[src/rtl/odt_pkg.sv]
package odt_pkg;

  typedef enum logic [1:0] {
    TS_OFF = 2'b00,
    TS_NOM = 2'b01,
    TS_WR  = 2'b10
  } term_state_e;

  typedef enum logic [2:0] {
    CMD_NONE   = 3'd0,
    CMD_WR     = 3'd1,
    CMD_WRAP   = 3'd2,
    CMD_WRS4   = 3'd3,
    CMD_WRS8   = 3'd4,
    CMD_WRAPS4 = 3'd5,
    CMD_WRAPS8 = 3'd6,
    CMD_RSVD   = 3'd7
  } wr_cmd_e;

  // burst_mode field values
  localparam logic [1:0] BM_FIX8 = 2'b00;
  localparam logic [1:0] BM_OTF  = 2'b01;
  localparam logic [1:0] BM_FIX4 = 2'b10;

  // termination on/off latency in synchronous timing
  function automatic int f_odt_lat(input int al, input int cwl);
    return al + cwl - 2;
  endfunction

  // asynchronous timing skips the additive latency
  function automatic int f_odt_lat_async(input int cwl);
    return cwl - 2;
  endfunction

  function automatic int f_cnw(input int al, input int cwl);
    return f_odt_lat(al, cwl);
  endfunction

  function automatic int f_cwn(input int al, input int cwl, input bit bc4);
    return (bc4 ? 4 : 6) + f_odt_lat(al, cwl);
  endfunction

  // nominal codes 1..3 (and 0, nothing applied) are legal while writing
  function automatic bit f_nom_wr_ok(input logic [2:0] code);
    return code <= 3'd3;
  endfunction

endpackage

[src/rtl/odt_wr_decode.sv]
module odt_wr_decode
  import odt_pkg::*;
(
  input  logic [2:0] wr_cmd,
  input  logic [1:0] burst_mode,
  input  logic       otf_a12,
  output logic       is_wr,
  output logic       is_bc4
);

  logic mode_bc4;

  always_comb begin
    case (burst_mode)
      BM_FIX4: mode_bc4 = 1'b1;
      BM_OTF:  mode_bc4 = ~otf_a12;
      default: mode_bc4 = 1'b0;
    endcase
  end

  always_comb begin
    is_wr  = 1'b1;
    is_bc4 = 1'b0;
    case (wr_cmd)
      CMD_WR, CMD_WRAP:     is_bc4 = mode_bc4;
      CMD_WRS4, CMD_WRAPS4: is_bc4 = 1'b1;
      CMD_WRS8, CMD_WRAPS8: is_bc4 = 1'b0;
      default:              is_wr  = 1'b0;
    endcase
  end

endmodule

[src/rtl/odt_pin_pipe.sv]
module odt_pin_pipe #(
  parameter int DEPTH = 4,
  parameter int SW    = $clog2(DEPTH + 1)
) (
  input  logic          clk,
  input  logic          rst_n,
  input  logic          pin,
  input  logic [SW-1:0] sel_lat,
  output logic          delayed
);

  logic [DEPTH-1:0] sr;

  always_ff @(posedge clk) begin
    if (!rst_n) sr[0] <= 1'b0;
    else        sr[0] <= pin;
  end

  generate
    for (genvar i = 1; i < DEPTH; i++) begin : g_stage
      always_ff @(posedge clk) begin
        if (!rst_n) sr[i] <= 1'b0;
        else        sr[i] <= sr[i-1];
      end
    end
  endgenerate

  // tap sel_lat-1 holds the pin value sampled sel_lat-1 edges ago;
  // the output register adds the final edge
  always_comb begin
    delayed = 1'b0;
    for (int j = 0; j < DEPTH; j++)
      if (sel_lat == SW'(j + 1)) delayed = sr[j];
  end

  // the selected latency must be a real tap
  assert_lat_range_R3: assert property (@(posedge clk) disable iff (!rst_n)
    (sel_lat >= SW'(1)) && (sel_lat <= SW'(DEPTH)));

endmodule

[src/rtl/odt_wr_window.sv]
module odt_wr_window #(
  parameter int CNW  = 4,
  parameter int CWN4 = 8,
  parameter int CWN8 = 10,
  parameter int CW   = $clog2(CWN8 + 2)
) (
  input  logic clk,
  input  logic rst_n,
  input  logic is_wr,
  input  logic is_bc4,
  output logic in_write,
  output logic win_open
);

  localparam logic [CW-1:0] CNW_C  = CW'(CNW);
  localparam logic [CW-1:0] END4_C = CW'(CWN4);
  localparam logic [CW-1:0] END8_C = CW'(CWN8);

  logic [CW-1:0] cnt;
  logic          open_q;
  logic          bc4_q;
  logic          hold_q;
  logic [CW-1:0] end_lat;
  logic          at_end;

  assign end_lat  = bc4_q ? END4_C : END8_C;
  assign at_end   = (cnt >= end_lat);
  assign win_open = open_q && !at_end;
  assign in_write = win_open && ((cnt >= CNW_C) || hold_q);

  always_ff @(posedge clk) begin
    if (!rst_n) begin
      cnt    <= '0;
      open_q <= 1'b0;
      bc4_q  <= 1'b0;
      hold_q <= 1'b0;
    end else begin
      hold_q <= in_write;
      if (is_wr) begin
        cnt    <= CW'(1);
        open_q <= 1'b1;
        bc4_q  <= is_bc4;
      end else if (open_q) begin
        if (at_end) open_q <= 1'b0;
        else        cnt    <= cnt + CW'(1);
      end
    end
  end

  // the write phase can only begin exactly at the switch latency
  assert_wr_switch_R5: assert property (@(posedge clk) disable iff (!rst_n)
    $rose(in_write) |-> (cnt == CNW_C));

  // the counter never passes the return latency of its burst
  assert_no_overrun_R6: assert property (@(posedge clk) disable iff (!rst_n)
    open_q |-> (cnt <= end_lat));

  // a write during the write phase keeps the phase on the next cycle
  assert_restart_hold_R8: assert property (@(posedge clk) disable iff (!rst_n)
    (is_wr && in_write) |=> in_write);

endmodule

[src/rtl/odt_hold_check.sv]
module odt_hold_check #(
  parameter int H4 = 4,
  parameter int H8 = 6,
  parameter int HW = $clog2(((H4 > H8) ? H4 : H8) + 2)
) (
  input  logic clk,
  input  logic rst_n,
  input  logic pin,
  input  logic is_wr,
  input  logic is_bc4,
  output logic err
);

  localparam logic [HW-1:0] CNT_MAX = {HW{1'b1}};

  logic          pin_q;
  logic [HW-1:0] hi_cnt;
  logic [HW-1:0] req_q;
  logic [HW-1:0] req_new;
  logic          rise;
  logic          fall;

  assign req_new = is_wr ? (is_bc4 ? HW'(H4) : HW'(H8)) : '0;
  assign rise    = pin && !pin_q;
  assign fall    = !pin && pin_q;

  always_ff @(posedge clk) begin
    if (!rst_n) begin
      pin_q  <= 1'b0;
      hi_cnt <= '0;
      req_q  <= '0;
      err    <= 1'b0;
    end else begin
      pin_q <= pin;
      err   <= fall && (hi_cnt < req_q);
      if (rise) begin
        hi_cnt <= HW'(1);
        req_q  <= req_new;
      end else if (pin) begin
        if (hi_cnt != CNT_MAX) hi_cnt <= hi_cnt + HW'(1);
        if (req_new > req_q)   req_q  <= req_new;
      end
    end
  end

  // a hold violation is only reported after the pin was sampled low
  assert_err_on_fall_R10: assert property (@(posedge clk) disable iff (!rst_n)
    err |-> !$past(pin));

  // a single edge cannot produce two reports
  assert_err_pulse_R10: assert property (@(posedge clk) disable iff (!rst_n)
    err |=> !err);

endmodule

[src/rtl/odt_term_ctrl.sv]
module odt_term_ctrl
  import odt_pkg::*;
#(
  parameter int AL  = 1,
  parameter int CWL = 5
) (
  input  logic        clk,
  input  logic        rst_n,
  input  logic [15:0] mr1_val,
  input  logic [15:0] mr2_val,
  input  logic [1:0]  burst_mode,
  input  logic        dll_off,
  input  logic        async_mode,
  input  logic        odt_pin,
  input  logic [2:0]  wr_cmd,
  input  logic        otf_a12,
  output logic [1:0]  term_state,
  output logic [2:0]  term_code,
  output logic        odth_err,
  output logic        nom_wr_err
);

  localparam int SYNC_L  = f_odt_lat(AL, CWL);
  localparam int ASYNC_L = f_odt_lat_async(CWL);
  localparam int CNW     = f_cnw(AL, CWL);
  localparam int CWN4    = f_cwn(AL, CWL, 1'b1);
  localparam int CWN8    = f_cwn(AL, CWL, 1'b0);
  localparam int SW      = $clog2(SYNC_L + 1);

  // event wires shared with the assertions
  logic          is_wr;
  logic          is_bc4;
  logic          odt_int;
  logic          in_write;
  logic          win_open;
  logic          dyn_en;
  logic [SW-1:0] sel_lat;
  logic [2:0]    nom_code;
  logic [2:0]    wr_code;

  term_state_e   state_nxt;
  logic [2:0]    code_nxt;
  logic          nerr_nxt;

  odt_wr_decode u_dec (
    .wr_cmd     (wr_cmd),
    .burst_mode (burst_mode),
    .otf_a12    (otf_a12),
    .is_wr      (is_wr),
    .is_bc4     (is_bc4)
  );

  assign sel_lat = async_mode ? SW'(ASYNC_L) : SW'(SYNC_L);

  odt_pin_pipe #(.DEPTH(SYNC_L), .SW(SW)) u_pipe (
    .clk     (clk),
    .rst_n   (rst_n),
    .pin     (odt_pin),
    .sel_lat (sel_lat),
    .delayed (odt_int)
  );

  odt_wr_window #(.CNW(CNW), .CWN4(CWN4), .CWN8(CWN8)) u_win (
    .clk      (clk),
    .rst_n    (rst_n),
    .is_wr    (is_wr),
    .is_bc4   (is_bc4),
    .in_write (in_write),
    .win_open (win_open)
  );

  odt_hold_check #(.H4(4), .H8(6)) u_hold (
    .clk    (clk),
    .rst_n  (rst_n),
    .pin    (odt_pin),
    .is_wr  (is_wr),
    .is_bc4 (is_bc4),
    .err    (odth_err)
  );

  assign nom_code = {mr1_val[9], mr1_val[6], mr1_val[2]};
  assign wr_code  = {1'b0, mr2_val[10:9]};
  assign dyn_en   = (|mr2_val[10:9]) && !dll_off;

  always_comb begin
    state_nxt = TS_OFF;
    code_nxt  = 3'd0;
    if (odt_int) begin
      if (in_write && dyn_en) begin
        state_nxt = TS_WR;
        code_nxt  = wr_code;
      end else if (nom_code != 3'd0) begin
        state_nxt = TS_NOM;
        code_nxt  = nom_code;
      end
    end
    nerr_nxt = odt_int && in_write && !dyn_en && !f_nom_wr_ok(nom_code);
  end

  always_ff @(posedge clk) begin
    if (!rst_n) begin
      term_state <= TS_OFF;
      term_code  <= 3'd0;
      nom_wr_err <= 1'b0;
    end else begin
      term_state <= state_nxt;
      term_code  <= code_nxt;
      nom_wr_err <= nerr_nxt;
    end
  end

  // only the three defined states appear
  assert_state_legal_R1: assert property (@(posedge clk) disable iff (!rst_n)
    term_state != 2'b11);

  // off always carries a zero code
  assert_off_zero_R1: assert property (@(posedge clk) disable iff (!rst_n)
    (term_state == TS_OFF) |-> (term_code == 3'd0));

  // write strength requires dynamic enable at the deciding edge
  assert_wr_needs_dyn_R9: assert property (@(posedge clk) disable iff (!rst_n)
    (term_state == TS_WR) |-> $past(dyn_en));

  // an illegal-code report coincides with nominal termination in use
  assert_nerr_nominal_R11: assert property (@(posedge clk) disable iff (!rst_n)
    nom_wr_err |-> (term_state == TS_NOM));

  // outputs are cleared one edge after reset is sampled
  assert_reset_clear_R12: assert property (@(posedge clk)
    !$past(rst_n) |-> (term_state == TS_OFF && !odth_err && !nom_wr_err));

endmodule

[config.mk]
export PLATFORM = sky130hd
export DESIGN_NAME = odt_term_ctrl
export DESIGN_NICKNAME = d
export VERILOG_FILES = /design/src/rtl/odt_pkg.sv /design/src/rtl/odt_wr_decode.sv /design/src/rtl/odt_pin_pipe.sv /design/src/rtl/odt_wr_window.sv /design/src/rtl/odt_hold_check.sv /design/src/rtl/odt_term_ctrl.sv
export SDC_FILE = /design/constraint.sdc
export NUM_CORES = 1
export LEC_CHECK = 0
export ABC_AREA = 1
export BUFFER_PORTS_ARGS = -buffer_cell sky130_fd_sc_hd__buf_4
export CAP_MARGIN = 5
export CORE_MARGIN = 5
export CORE_UTILIZATION = 49
export DETAILED_ROUTE_END_ITERATION = 8
export PLACE_DENSITY_LB_ADDON = 0.2
export SKIP_LAST_GASP = 1
export SYNTH_ARGS = -nofsm -noshare
export SYNTH_HDL_FRONTEND = slang
export SYNTH_SLANG_ARGS = --single-unit
[constraint.sdc]
create_clock -name clk -period 3 [get_ports clk]
set_input_delay 0.3 -clock clk [delete_from_list [all_inputs] [get_ports clk]]
set_output_delay 0.3 -clock clk [all_outputs]
set_load 0.02 [all_outputs]
==> summary.txt <==
post-detailed-route DRC marker count -> 0
Non-Filler Instances -> 194
sequential cell fraction of total power -> 58.7%
commonest non-fill, non-tap cell in the layout -> sky130_fd_sc_hd__inv_1
reg-to-reg critical path endpoint -> term_code[0]
gr usage total -> 12.86%
Max H-tree Level -> 1
fraction of registers with async set/reset -> 0%
startpoint of the worst-slack reg-to-reg timing path -> u_win.cnt[1]
part of the total power dissipated in combinational logic -> 16.4%
wire length of the first global-routing pass -> 3394 um
count of placed standard cells including taps -> 190
first-pass iteration count of the detailed router -> 4
worst setup path class -> primary input to register
area of the core -> 0.002170 mm2
worst-case register-to-register setup slack -> 1580 ps
Post-Synthesis Cell Area -> 0.001086 mm2
CP endpoint -> u_hold.req_q[1]
number of hold-slack violations in the final timing report -> 0
hold-critical path depth -> 2
result of the run -> finished, final reports clean
horizontal die dimension -> 57.08 um
internal power -> 0.4112 mW
Psw -> 0.1483 mW
global route overflow -> 0
critical path data required time -> 3210 ps
Startpoint Class -> primary input
fraction of the cycle the final worst path needs -> 49.94%
Worst path slowest cell -> sky130_fd_sc_hd__ha_1
number of different library cells in the post-synthesis netlist -> 25
post-layout total power -> 0.5596 mW
CP Max Fanout -> 3
Peak Freq -> 667.4 MHz
Critical Path Max Stage Delay -> 280 ps
shortest period the worst path allows -> 1498 ps
Gate Count Post-Synth -> 142
via count of the first global-routing pass -> 824
RSZ-0062 raised after global routing -> no
layout overhead on the synthesized area -> 20.05%
worst path bufs/invs -> 4
share of final-layout standard cells stronger than drive strength 1 -> 18.67%
fraction of power spent switching nets -> 26.51%
number of synthesized register bits -> 23
post-cts gate resize count -> 0
number of ports placed on the die boundary -> 50
clock root buffer -> sky130_fd_sc_hd__clkbuf_4
antenna violations before repair -> 0
initial drt markers -> 11
synthesized netlist net count -> 194
maximum VDD drop -> 312.2 uV
TritonCTS clock tree -> yes
number of warnings reported in the yosys synthesis log -> 0
number of cells on the worst reg-to-reg path -> 9
Setup WS post-layout -> 1502 ps
count of port buffers added during placement -> 22
final sum of negative setup slack -> 0 ps
clock network power share -> 25.0%
library cell with the largest summed area after synthesis -> sky130_fd_sc_hd__dfxtp_1
vertical die dimension -> 57.08 um
dpl ws -> 1159 ps
final layout net count -> 219
standard-cell rows -> 17
cell repeated most along the worst path -> sky130_fd_sc_hd__nand2_1
CP Capture Type -> register
# Max-Cap Violations -> 0
power density of the placed cells -> 429.2 mW/mm2
final setup violation count -> 0
pin count of the biggest net entering global routing -> 14
Post-Synthesis Mean Instance Area -> 7.648 um2
total number of vias -> 910
die area -> 0.003258 mm2
Levels on crit path -> 15
diode count -> 0
data arrival time of the critical path -> 1710 ps
post-cts hold buffer count -> 0
DR WL/cell -> 9.562 um
Main synth FF type -> sky130_fd_sc_hd__dfxtp_1
Reg clk slew, reported paths -> 120 ps
sequential cell area fraction in the yosys report -> 42.40%
half-perimeter wire length of the detailed placement result -> 1494 um
CTS Sinks -> 23
Vias per Instance -> 4.691
Clock Path Buffers -> 2
Seq. cell area -> 460.4 um2
total detailed-routing wirelength -> 1855 um
number of routed nets with antenna violations -> 0
end-of-flow core utilization -> 60.09%
number of pins with negative max-slew slack in the final report -> 0
number of enable-type register cells in the synthesized netlist -> 0
number of buffers created by CTS -> 3
leakage power -> 0.6961 nW
filler cell count in the final layout -> 205
CP delay by family, top -> simple AND/OR/NAND/NOR gates
area fraction of the dominant cell type after synthesis -> 42.40%
Final GP Congestion -> 0.7829
type of the most critical hold path -> primary input to register
CP Launch Point -> burst_mode[0]
Synth area leaders -> sky130_fd_sc_hd__dfxtp_1 (42%), sky130_fd_sc_hd__ha_1 (10%), sky130_fd_sc_hd__inv_1 (9.3%)
Setup Fix Bufs, Post-CTS -> 0
pin slew with the least headroom to its limit -> 333.6 ps
effective utilization at floorplan -> 50.06%
multi-input combinational cell area -> 510.5 um2
worst relative slew slack -> 77.12%
highest-count cells in the layout ignoring fill and taps -> sky130_fd_sc_hd__inv_1 (27), sky130_fd_sc_hd__nand2_1 (23), sky130_fd_sc_hd__dfxtp_1 (23)
clock insertion delay at the later pin of the skew report -> 300 ps
series of cell instances along the critical path -> buf_4 -> inv_1 -> ha_1 -> o21bai_1 -> nand2_1 -> nand3_1 -> nand2_1 -> inv_1 -> ha_1 -> nand2_1 -> nand3_1 -> nand2_1 -> inv_1 -> nor2_1 -> nor2_1
setup clock skew after layout -> 6.970 ps
-- power groups by stage --
stage | logic (mW) | registers [mW] | clock network, mW
finish | 0.0917 | 0.328 | 0.140
global route | 0.107 | 0.330 | 0.168
CTS | 0.0933 | 0.328 | 0.148
detailed placement | 0.0928 | 0.335 | 0
global placement | 0.0897 | 0.335 | 0
floorplan | 0.0627 | 0.334 | 0
-- routing by layer --
metal | vias up | share of wire (%) | global-route usage (%)
met5 | - | 0 | 0
met2 | 20 | 48 | 21.86
met1 | 391 | 43 | 15.29
li1 | 497 | - | -
met4 | 0 | 0.92 | 4.967
met3 | 2 | 7.5 | 3.620
-- state kept, by name (all words and copies together) (netlist names) --
name           cells
u_win.bc4_q        1
u_hold.pin_q       1
term_state         2
u_hold.err         1
u_hold.req_q       2
u_win.hold_q       1
nom_wr_err         1
u_win.cnt          4
u_win.open_q       1
term_code          3
u_pipe.sr          3
u_hold.hi_cnt      3
-- worst min-delay path by stage --
stage                              end         start
final                       u_hold.err       odt_pin
after global routing        u_hold.err       odt_pin
after CTS                   u_hold.err       odt_pin
after detailed placement  u_pipe.sr[2]  u_pipe.sr[1]
after global placement    u_pipe.sr[2]  u_pipe.sr[1]
after floorplan             u_hold.err       odt_pin
-- per-stage QoR --
| step | instance area [um2] | hold WS (ps) |
|---|---|---|
| 4_1_cts | 1304 | 179.0 |
| 2_1_floorplan | 1086 | 377.8 |
| 6_report | 1304 | 194.2 |
| 5_1_grt | 1304 | 167.3 |
| 3_3_place_gp | 1276 | 406.7 |
| 3_5_place_dp | 1276 | 412.9 |
-- final cells by class --
| type | instances | area share (%) |
|---|---|---|
| clock buffers | 3 | 1.727 |
| clock inverters | 1 | 0.3839 |
| inverters | 28 | 8.061 |
| multi-input cells | 89 | 39.16 |
| flip-flops and latches | 23 | 35.32 |
| well taps | 28 | 2.687 |
| repair buffers | 22 | 12.67 |
-- cell usage after synthesis (2+ instances only) --
| master | instances |
|---|---|
| sky130_fd_sc_hd__nand2_1 | 23 |
| sky130_fd_sc_hd__o21bai_1 | 3 |
| sky130_fd_sc_hd__a211oi_1 | 2 |
| sky130_fd_sc_hd__nor3_1 | 2 |
| sky130_fd_sc_hd__dfxtp_1 | 23 |
| sky130_fd_sc_hd__inv_1 | 27 |
| sky130_fd_sc_hd__ha_1 | 9 |
| sky130_fd_sc_hd__o21ai_0 | 3 |
| sky130_fd_sc_hd__a21oi_1 | 3 |
| sky130_fd_sc_hd__nand3_1 | 13 |
| sky130_fd_sc_hd__nor2_1 | 18 |
| sky130_fd_sc_hd__buf_2 | 2 |
| sky130_fd_sc_hd__nand4_1 | 2 |
-- logic make-up (layout without fill, tap and decap cells) --
logic type,after synthesis,in the layout,share of synthesized area [%]
XOR/XNOR,1,1,0.8066
buffers and inverters,30,54,10.60
AO/OA/AOI/OAI,14,14,8.409
flip-flops,23,23,42.40
adder cells (fa/ha/maj),9,9,10.37
multiplexers,1,1,0.9217
AND/OR/NAND/NOR,64,64,26.50
No activity file was read; power rests on OpenSTA's default activity.
